**src/rtl/tt_pkg.sv**
```systemverilog
package tt_pkg;
  localparam int DAY_W  = 9;
  localparam int HOUR_W = 5;
  localparam int MIN_W  = 6;
  localparam int SEC_W  = 6;
  localparam int USEC_W = 20;
  localparam int WORD_W = 32;

  localparam int DAY_MIN  = 1;
  localparam int DAY_MAX  = 366;
  localparam int HOUR_MAX = 23;
  localparam int MIN_MAX  = 59;
  localparam int SEC_MAX  = 59;
  localparam int USEC_MAX = 999_999;

  localparam int HI_USED = DAY_W + HOUR_W + MIN_W;
  localparam int LO_USED = SEC_W + USEC_W;

  typedef struct packed {
    logic [DAY_W-1:0]  day;
    logic [HOUR_W-1:0] hour;
    logic [MIN_W-1:0]  min;
    logic [SEC_W-1:0]  sec;
    logic [USEC_W-1:0] usec;
  } tag_t;

  function automatic logic [WORD_W-1:0] pack_hi(tag_t t);
    return {{(WORD_W-HI_USED){1'b0}}, t.day, t.hour, t.min};
  endfunction

  function automatic logic [WORD_W-1:0] pack_lo(tag_t t);
    return {{(WORD_W-LO_USED){1'b0}}, t.sec, t.usec};
  endfunction
endpackage

```
**src/rtl/tt_tick_gen.sv**
```systemverilog
module tt_tick_gen #(
  parameter int REF_PER_US = 10
) (
  input  logic clk,
  input  logic rst_n,
  input  logic ref_sel,
  input  logic ref_int_stb,
  input  logic ref_bp_stb,
  input  logic restart,
  output logic us_tick
);
  localparam int CNT_W = (REF_PER_US > 1) ? $clog2(REF_PER_US) : 1;
  localparam logic [CNT_W-1:0] LAST = CNT_W'(REF_PER_US - 1);

  logic [CNT_W-1:0] phase_q;
  logic             stb_sel;

  assign stb_sel = ref_sel ? ref_bp_stb : ref_int_stb;

  always_ff @(posedge clk) begin
    if (!rst_n) begin
      phase_q <= '0;
      us_tick <= 1'b0;
    end else begin
      us_tick <= 1'b0;
      if (restart) begin
        phase_q <= '0;
      end else if (stb_sel) begin
        if (phase_q == LAST) begin
          phase_q <= '0;
          us_tick <= 1'b1;
        end else begin
          phase_q <= phase_q + 1'b1;
        end
      end
    end
  end

  AST_TICK_SINGLE: assert property (@(posedge clk) disable iff (!rst_n)
    us_tick |=> !us_tick);

  AST_RESTART_NO_TICK: assert property (@(posedge clk) disable iff (!rst_n)
    restart |=> !us_tick);
endmodule

```
**src/rtl/tt_field.sv**
```systemverilog
module tt_field #(
  parameter int W    = 6,
  parameter int MINV = 0,
  parameter int MAXV = 59
) (
  input  logic         clk,
  input  logic         rst_n,
  input  logic         clr,
  input  logic         ld,
  input  logic [W-1:0] ld_val,
  input  logic         inc,
  output logic [W-1:0] val,
  output logic         carry
);
  localparam logic [W-1:0] LO = W'(MINV);
  localparam logic [W-1:0] HI = W'(MAXV);

  logic at_top;
  assign at_top = (val == HI);
  assign carry  = inc && at_top;

  always_ff @(posedge clk) begin
    if (!rst_n)      val <= LO;
    else if (clr)    val <= LO;
    else if (ld)     val <= ld_val;
    else if (inc)    val <= at_top ? LO : val + 1'b1;
  end

  AST_FIELD_IN_RANGE: assert property (@(posedge clk) disable iff (!rst_n)
    (val >= LO) && (val <= HI));

  AST_FIELD_WRAP: assert property (@(posedge clk) disable iff (!rst_n)
    (inc && at_top && !clr && !ld) |=> (val == LO));

  AST_FIELD_STEP: assert property (@(posedge clk) disable iff (!rst_n)
    (inc && !at_top && !clr && !ld) |=> (val == $past(val) + 1'b1));
endmodule

```
**src/rtl/tt_tag_counter.sv**
```systemverilog
module tt_tag_counter
  import tt_pkg::*;
(
  input  logic clk,
  input  logic rst_n,
  input  logic us_tick,
  input  logic ext_sync,
  input  logic star_pulse,
  input  logic load_stb,
  input  tag_t load_tag,
  output tag_t tag,
  output logic restart
);
  logic star_eff;
  logic ld_eff;
  logic c_usec, c_sec, c_min, c_hour, c_day;

  assign star_eff = star_pulse && !ext_sync;
  assign ld_eff   = load_stb && !star_eff;
  assign restart  = star_eff || load_stb;

  tt_field #(.W(USEC_W), .MINV(0), .MAXV(USEC_MAX)) i_usec (
    .clk(clk), .rst_n(rst_n), .clr(star_eff), .ld(ld_eff),
    .ld_val(load_tag.usec), .inc(us_tick), .val(tag.usec), .carry(c_usec));

  tt_field #(.W(SEC_W), .MINV(0), .MAXV(SEC_MAX)) i_sec (
    .clk(clk), .rst_n(rst_n), .clr(star_eff), .ld(ld_eff),
    .ld_val(load_tag.sec), .inc(c_usec), .val(tag.sec), .carry(c_sec));

  tt_field #(.W(MIN_W), .MINV(0), .MAXV(MIN_MAX)) i_min (
    .clk(clk), .rst_n(rst_n), .clr(star_eff), .ld(ld_eff),
    .ld_val(load_tag.min), .inc(c_sec), .val(tag.min), .carry(c_min));

  tt_field #(.W(HOUR_W), .MINV(0), .MAXV(HOUR_MAX)) i_hour (
    .clk(clk), .rst_n(rst_n), .clr(star_eff), .ld(ld_eff),
    .ld_val(load_tag.hour), .inc(c_min), .val(tag.hour), .carry(c_hour));

  tt_field #(.W(DAY_W), .MINV(DAY_MIN), .MAXV(DAY_MAX)) i_day (
    .clk(clk), .rst_n(rst_n), .clr(star_eff), .ld(ld_eff),
    .ld_val(load_tag.day), .inc(c_hour), .val(tag.day), .carry(c_day));

  AST_STAR_CLEARS: assert property (@(posedge clk) disable iff (!rst_n)
    (star_pulse && !ext_sync) |=>
      (tag.day == DAY_W'(DAY_MIN)) && (tag.hour == '0) && (tag.min == '0)
      && (tag.sec == '0) && (tag.usec == '0));

  AST_STAR_IGNORED_SYNC: assert property (@(posedge clk) disable iff (!rst_n)
    (star_pulse && ext_sync && !load_stb && !us_tick) |=> $stable(tag));

  AST_STAR_BEATS_LOAD: assert property (@(posedge clk) disable iff (!rst_n)
    (star_pulse && !ext_sync && load_stb) |=>
      (tag.day == DAY_W'(DAY_MIN)) && (tag.usec == '0));

  AST_LOAD_TAKES: assert property (@(posedge clk) disable iff (!rst_n)
    (load_stb && !(star_pulse && !ext_sync)) |=> (tag == $past(load_tag)));

  AST_DAY_WRAP: assert property (@(posedge clk) disable iff (!rst_n)
    (c_day && !restart) |=> (tag.day == DAY_W'(DAY_MIN)));
endmodule

```
**src/rtl/tt_read_port.sv**
```systemverilog
module tt_read_port
  import tt_pkg::*;
(
  input  logic              clk,
  input  logic              rst_n,
  input  tag_t              tag,
  input  logic              rd_req,
  input  logic              tag_ready,
  output logic              tag_valid,
  output logic [WORD_W-1:0] tag_hi,
  output logic [WORD_W-1:0] tag_lo
);
  logic slot_free;
  assign slot_free = !tag_valid || tag_ready;

  always_ff @(posedge clk) begin
    if (!rst_n) begin
      tag_valid <= 1'b0;
      tag_hi    <= '0;
      tag_lo    <= '0;
    end else if (slot_free) begin
      tag_valid <= rd_req;
      if (rd_req) begin
        tag_hi <= pack_hi(tag);
        tag_lo <= pack_lo(tag);
      end
    end
  end

  AST_HOLD_WHILE_STALLED: assert property (@(posedge clk) disable iff (!rst_n)
    (tag_valid && !tag_ready) |=>
      (tag_valid && $stable(tag_hi) && $stable(tag_lo)));

  AST_SNAPSHOT_MATCHES: assert property (@(posedge clk) disable iff (!rst_n)
    (rd_req && slot_free) |=>
      (tag_hi[10:0] == {$past(tag.hour), $past(tag.min)})
      && (tag_lo[19:0] == $past(tag.usec)));
endmodule

```
**src/rtl/tt_timetag.sv**
```systemverilog
module tt_timetag
  import tt_pkg::*;
#(
  parameter int REF_PER_US = 10
) (
  input  logic        clk,
  input  logic        rst_n,
  input  logic        ref_sel,
  input  logic        ref_int_stb,
  input  logic        ref_bp_stb,
  input  logic        ext_sync,
  input  logic        star_pulse,
  input  logic        load_stb,
  input  logic [8:0]  load_day,
  input  logic [4:0]  load_hour,
  input  logic [5:0]  load_min,
  input  logic [5:0]  load_sec,
  input  logic [19:0] load_usec,
  input  logic        rd_req,
  output logic        tag_valid,
  input  logic        tag_ready,
  output logic [31:0] tag_hi,
  output logic [31:0] tag_lo
);
  tag_t load_tag;
  tag_t cur_tag;
  logic us_tick;
  logic restart;

  assign load_tag = '{day: load_day, hour: load_hour, min: load_min,
                      sec: load_sec, usec: load_usec};

  tt_tick_gen #(.REF_PER_US(REF_PER_US)) i_tick (
    .clk(clk), .rst_n(rst_n), .ref_sel(ref_sel),
    .ref_int_stb(ref_int_stb), .ref_bp_stb(ref_bp_stb),
    .restart(restart), .us_tick(us_tick));

  tt_tag_counter i_cnt (
    .clk(clk), .rst_n(rst_n), .us_tick(us_tick), .ext_sync(ext_sync),
    .star_pulse(star_pulse), .load_stb(load_stb), .load_tag(load_tag),
    .tag(cur_tag), .restart(restart));

  tt_read_port i_rd (
    .clk(clk), .rst_n(rst_n), .tag(cur_tag), .rd_req(rd_req),
    .tag_ready(tag_ready), .tag_valid(tag_valid),
    .tag_hi(tag_hi), .tag_lo(tag_lo));

  AST_RESET_IDLE: assert property (@(posedge clk)
    !rst_n |=> !tag_valid);
endmodule

```
**config.mk**
```make
export PLATFORM = sky130hd
export DESIGN_NAME = tt_timetag
export DESIGN_NICKNAME = d
export VERILOG_FILES = /design/src/rtl/tt_pkg.sv /design/src/rtl/tt_tick_gen.sv /design/src/rtl/tt_field.sv /design/src/rtl/tt_tag_counter.sv /design/src/rtl/tt_read_port.sv /design/src/rtl/tt_timetag.sv
export SDC_FILE = /design/constraint.sdc
export NUM_CORES = 1
export LEC_CHECK = 0
export CORE_MARGIN = 5
export CORE_UTILIZATION = 51
export CTS_BUF_LIST = sky130_fd_sc_hd__clkbuf_8
export DETAILED_ROUTE_END_ITERATION = 10
export PLACE_DENSITY = 0.78
export SETUP_SLACK_MARGIN = 0.15
export SYNTH_ARGS = -nofsm -noshare
export SYNTH_HDL_FRONTEND = slang
export SYNTH_SLANG_ARGS = --single-unit
```
**constraint.sdc**
```tcl
create_clock -name clk -period 2.45 [get_ports clk]
set_input_delay 0.49 -clock clk [delete_from_list [all_inputs] [get_ports clk]]
set_output_delay 0.49 -clock clk [all_outputs]
set_load 0.01 [all_outputs]
```
==> run_results.csv <==
group,metric,value,unit
drt,antenna_violation_net_count_after_detailed_routing,0,
synthesis,post-synth-top-area-fraction,0.394,
drt,drc_errors,0,
critical_path,r2r_setup_slack,320,ps
drt,wire_length_per_cell,15.6,um
sta,post-route-period-util,0.867,
drt,drt-pass1-iter-count,5,
cts,clock_tree.htree_level_count,3,
critical_path,worstPathCellList,"and4_1, and4_1, nand4_4, or4_1, a31oi_1",
sta,rsz0062_at_grt,"no",
place,buffer_ports.inserted,102,
power_and_ir_drop,worst_ir_drop_vdd,0.248,mV
synthesis,synth-main-ff-cell,"dfxtp_1",
synthesis,synth_top_area_cell,"dfxtp_1",
place,placed_area,6140,um^2
critical_path,cp_slowest_stage_delay,500,ps
sta,hold_ws,464,ps
critical_path,data_required_time_of_the_worst_path,2750,ps
critical_path,cpMostUsedCell,"and4_1",
die,core-area,9640,um^2
grt,global_route_wire_length_before_repair,21700,um
cells_and_area,most_frequent_standard_cell_in_the_layout_excluding_fill_and_tap_cells,"nand2_1",
grt,grt_pass1_vias,4448,
power_and_ir_drop,leakage,2.21,nW
die,die_area,11800,um^2
cts,cts_num_sinks,98,
critical_path,crit_end,"i_cnt.i_min.val[4]",
drt,detailed_route_via_count,4779,
critical_path,worst_r2r_startpoint,"i_cnt.i_usec.val[2]",
cells_and_area,drive_gt1_frac,0.0696,
synthesis,synthesis.instances,616,
cts,cts_resized,0,
sta,fin_crit,2130,ps
critical_path,critical_path_arrival,2430,ps
critical_path,worst_r2r_endpoint,"i_cnt.i_min.val[4]",
sta,tightestPinTransition,562,ps
sta,max-slew-margin-rel,0.620,
sta,clock-skew-final,9.78,ps
critical_path,worstPathMaxFanout,10,
grt,maximum_number_of_pins_on_one_net_before_global_route_repair,48,
power_and_ir_drop,power_density,533,nW/um^2
sta,setup_viol,0,
sta,final.setup.tns,0,ps
cts,clk_root_buffer_cell,"clkbuf_8",
synthesis,syn-mean-instance-area,8.09,um^2
synthesis,synth-seq-area-share,0.394,
synthesis,synth_cell_types,62,
synthesis,postSynthRegisterBits,98,
sta,final-max-slew-violation-count,0,
place,placement.setup.worst_slack,178,ps
synthesis,ys_async_sr_fraction,0,
synthesis,mappedNetlistArea,4980,um^2
critical_path,slowest_stage,"or4_1",
cts,post-cts-setup-buffer-count,0,
synthesis,ys_warn_count,0,
cts,cts.reportedPaths.clkPinSlew,90,ps
drt,drt_iter0_drc,285,
place,dp_hpwl,9890,um
job,max_cap_violations,0,
drt,postRouteWirelength,13300,um
grt,antenna_found_initial,0,
critical_path,worst_setup_path_start_kind,"flip-flop",
worst_hold_path,timing.hold.worst.class,"flip-flop to flip-flop",
cts,tritoncts_clock_tree,"yes",
place,finalWeightedCongestion,0.881,
die,initial_core_utilization,0.517,
die,die_h,109,um
cells_and_area,layout.cells.most_common_list,"nand2_1 (138), clkdlybuf4s50_1 (102), dfxtp_1 (98)",
critical_path,cpLargestDelayFamily,"simple AND/OR/NAND/NOR gates",
die,rows,36,
synthesis,synth-edff-count,0,
cells_and_area,syn_to_final_growth,27.8,%
critical_path,cp-startpoint,"i_cnt.i_usec.val[2]",
sta,worst_slack,325,ps
critical_path,timing_worst_setup_path_type,"flip-flop to flip-flop",
grt,gr-total-overflow,0,
cells_and_area,final_nets,775,
die,die_width,109,um
cells_and_area,insertedDiodeCount,0,
cts,cts-buffers-inserted,9,
cells_and_area,stdcell_area,6370,um^2
drt,route.detailed.vias_per_inst,5.62,
critical_path,rr_worst_depth,5,
critical_path,worst-path-stages,5,
cts,hold_buffers,0,
sta,hold_viol,0,
outcome,outcome,"complete, no violations",
synthesis,ys_top_cells_by_area,"dfxtp_1 (39%), nand2_1 (10%), a21boi_0 (7.1%)",
grt,globalRouteTotalUtil,0.228,
critical_path,worstSetupEndpointType,"flip-flop",
cts,clk_latency,370,ps
critical_path,cp_num_buf_inv,0,
cts,ctsLongestPathBuffers,2,
die,boundaryPins,121,
sta,peak_freq,471,MHz
how the worst min path moves through the flow:
stage	startpoint	to	slack [ps]	cells past startpoint
final	i_rd.tag_hi[17]	i_rd.tag_hi[17]	460	2
after global placement	i_rd.tag_lo[14]	i_rd.tag_lo[14]	450	2
after floorplan	i_cnt.i_usec.val[19]	i_rd.tag_lo[19]	450	2
after global routing	i_rd.tag_lo[2]	i_rd.tag_lo[2]	490	2
after detailed placement	i_rd.tag_hi[17]	i_rd.tag_hi[17]	460	2
after CTS	i_rd.tag_hi[17]	i_rd.tag_hi[17]	470	2
stage by stage:
stage / std cells / total power, mW / util
3_3_place_gp: 835 / 2.23 / 0.637
6_report: 851 / 3.39 / 0.660
5_1_grt: 851 / 3.53 / 0.660
3_5_place_dp: 835 / 2.24 / 0.637
4_1_cts: 851 / 3.41 / 0.660
2_1_floorplan: 633 / 2.02 / -
cell usage after synthesis, drive strengths merged (4+ instances only):
library cell,count
a211oi,5
a21boi,47
a21oi,20
a31oi,13
and2,11
and3,4
and4,4
buf,28
clkbuf,28
dfxtp,98
ha,6
inv,8
mux2i,6
nand2,138
nand3,20
nand4,10
nor2,21
nor2b,5
nor3,13
nor3b,4
nor4,11
nor4b,6
o21ai,42
or3,5
or4,4
xnor2,13
xor2,7
report_power, final:
part	switching (mW)	internal [mW]	leakage, nW
Clock	0.557	0.628	0.121
Sequential	0.0783	1.66	0.799
Combinational	0.226	0.244	1.29
Total	0.861	2.53	2.21
worst min-delay path, cell delays in order (launching register included):
cell and delay, ps:
dfxtp_1 320, nand2_1 40, a21boi_0 60
sequential cells by signal (all words and copies together), names as in the netlist:
name              count
i_rd.tag_hi          20
i_tick.phase_q        4
i_cnt.i_hour.val      5
i_cnt.i_min.val       6
i_rd.tag_lo          26
i_cnt.i_usec.val     20
i_cnt.i_sec.val       6
i_rd.tag_valid        1
i_cnt.i_day.val       9
i_tick.us_tick        1
logic make-up (layout without fill, tap and decap cells):
kind of cell | after synthesis | after routing | share of synthesized area
AO/OA/AOI/OAI | 155 | 155 | 0.205
XOR/XNOR | 20 | 20 | 0.0352
adder cells (fa/ha/maj) | 6 | 6 | 0.0151
buffers and inverters | 64 | 149 | 0.0678
flip-flops | 98 | 98 | 0.394
multiplexers | 8 | 8 | 0.0166
other | 1 | 18 | 0.000753
AND/OR/NAND/NOR | 264 | 264 | 0.266
routing by layer:
layer  vias up  share of wire  global-route usage
li1       2338              -                   -
met4         0          0.019              0.0830
met2       182           0.45               0.364
met5         -              0                   0
met1      2237           0.46               0.319
met3        22          0.067              0.0272
cell type report:
class / count / area (um^2)
timing repair buffer: 125 / 1230
inverter: 8 / 30.0
sequential: 98 / 1960
clock inverter: 5 / 77.6
clock buffer: 11 / 151
tap: 133 / 166
fill: 861 / 3270
multi-input combinational: 471 / 2750
Note: power is estimated with default switching activity, not from simulation.
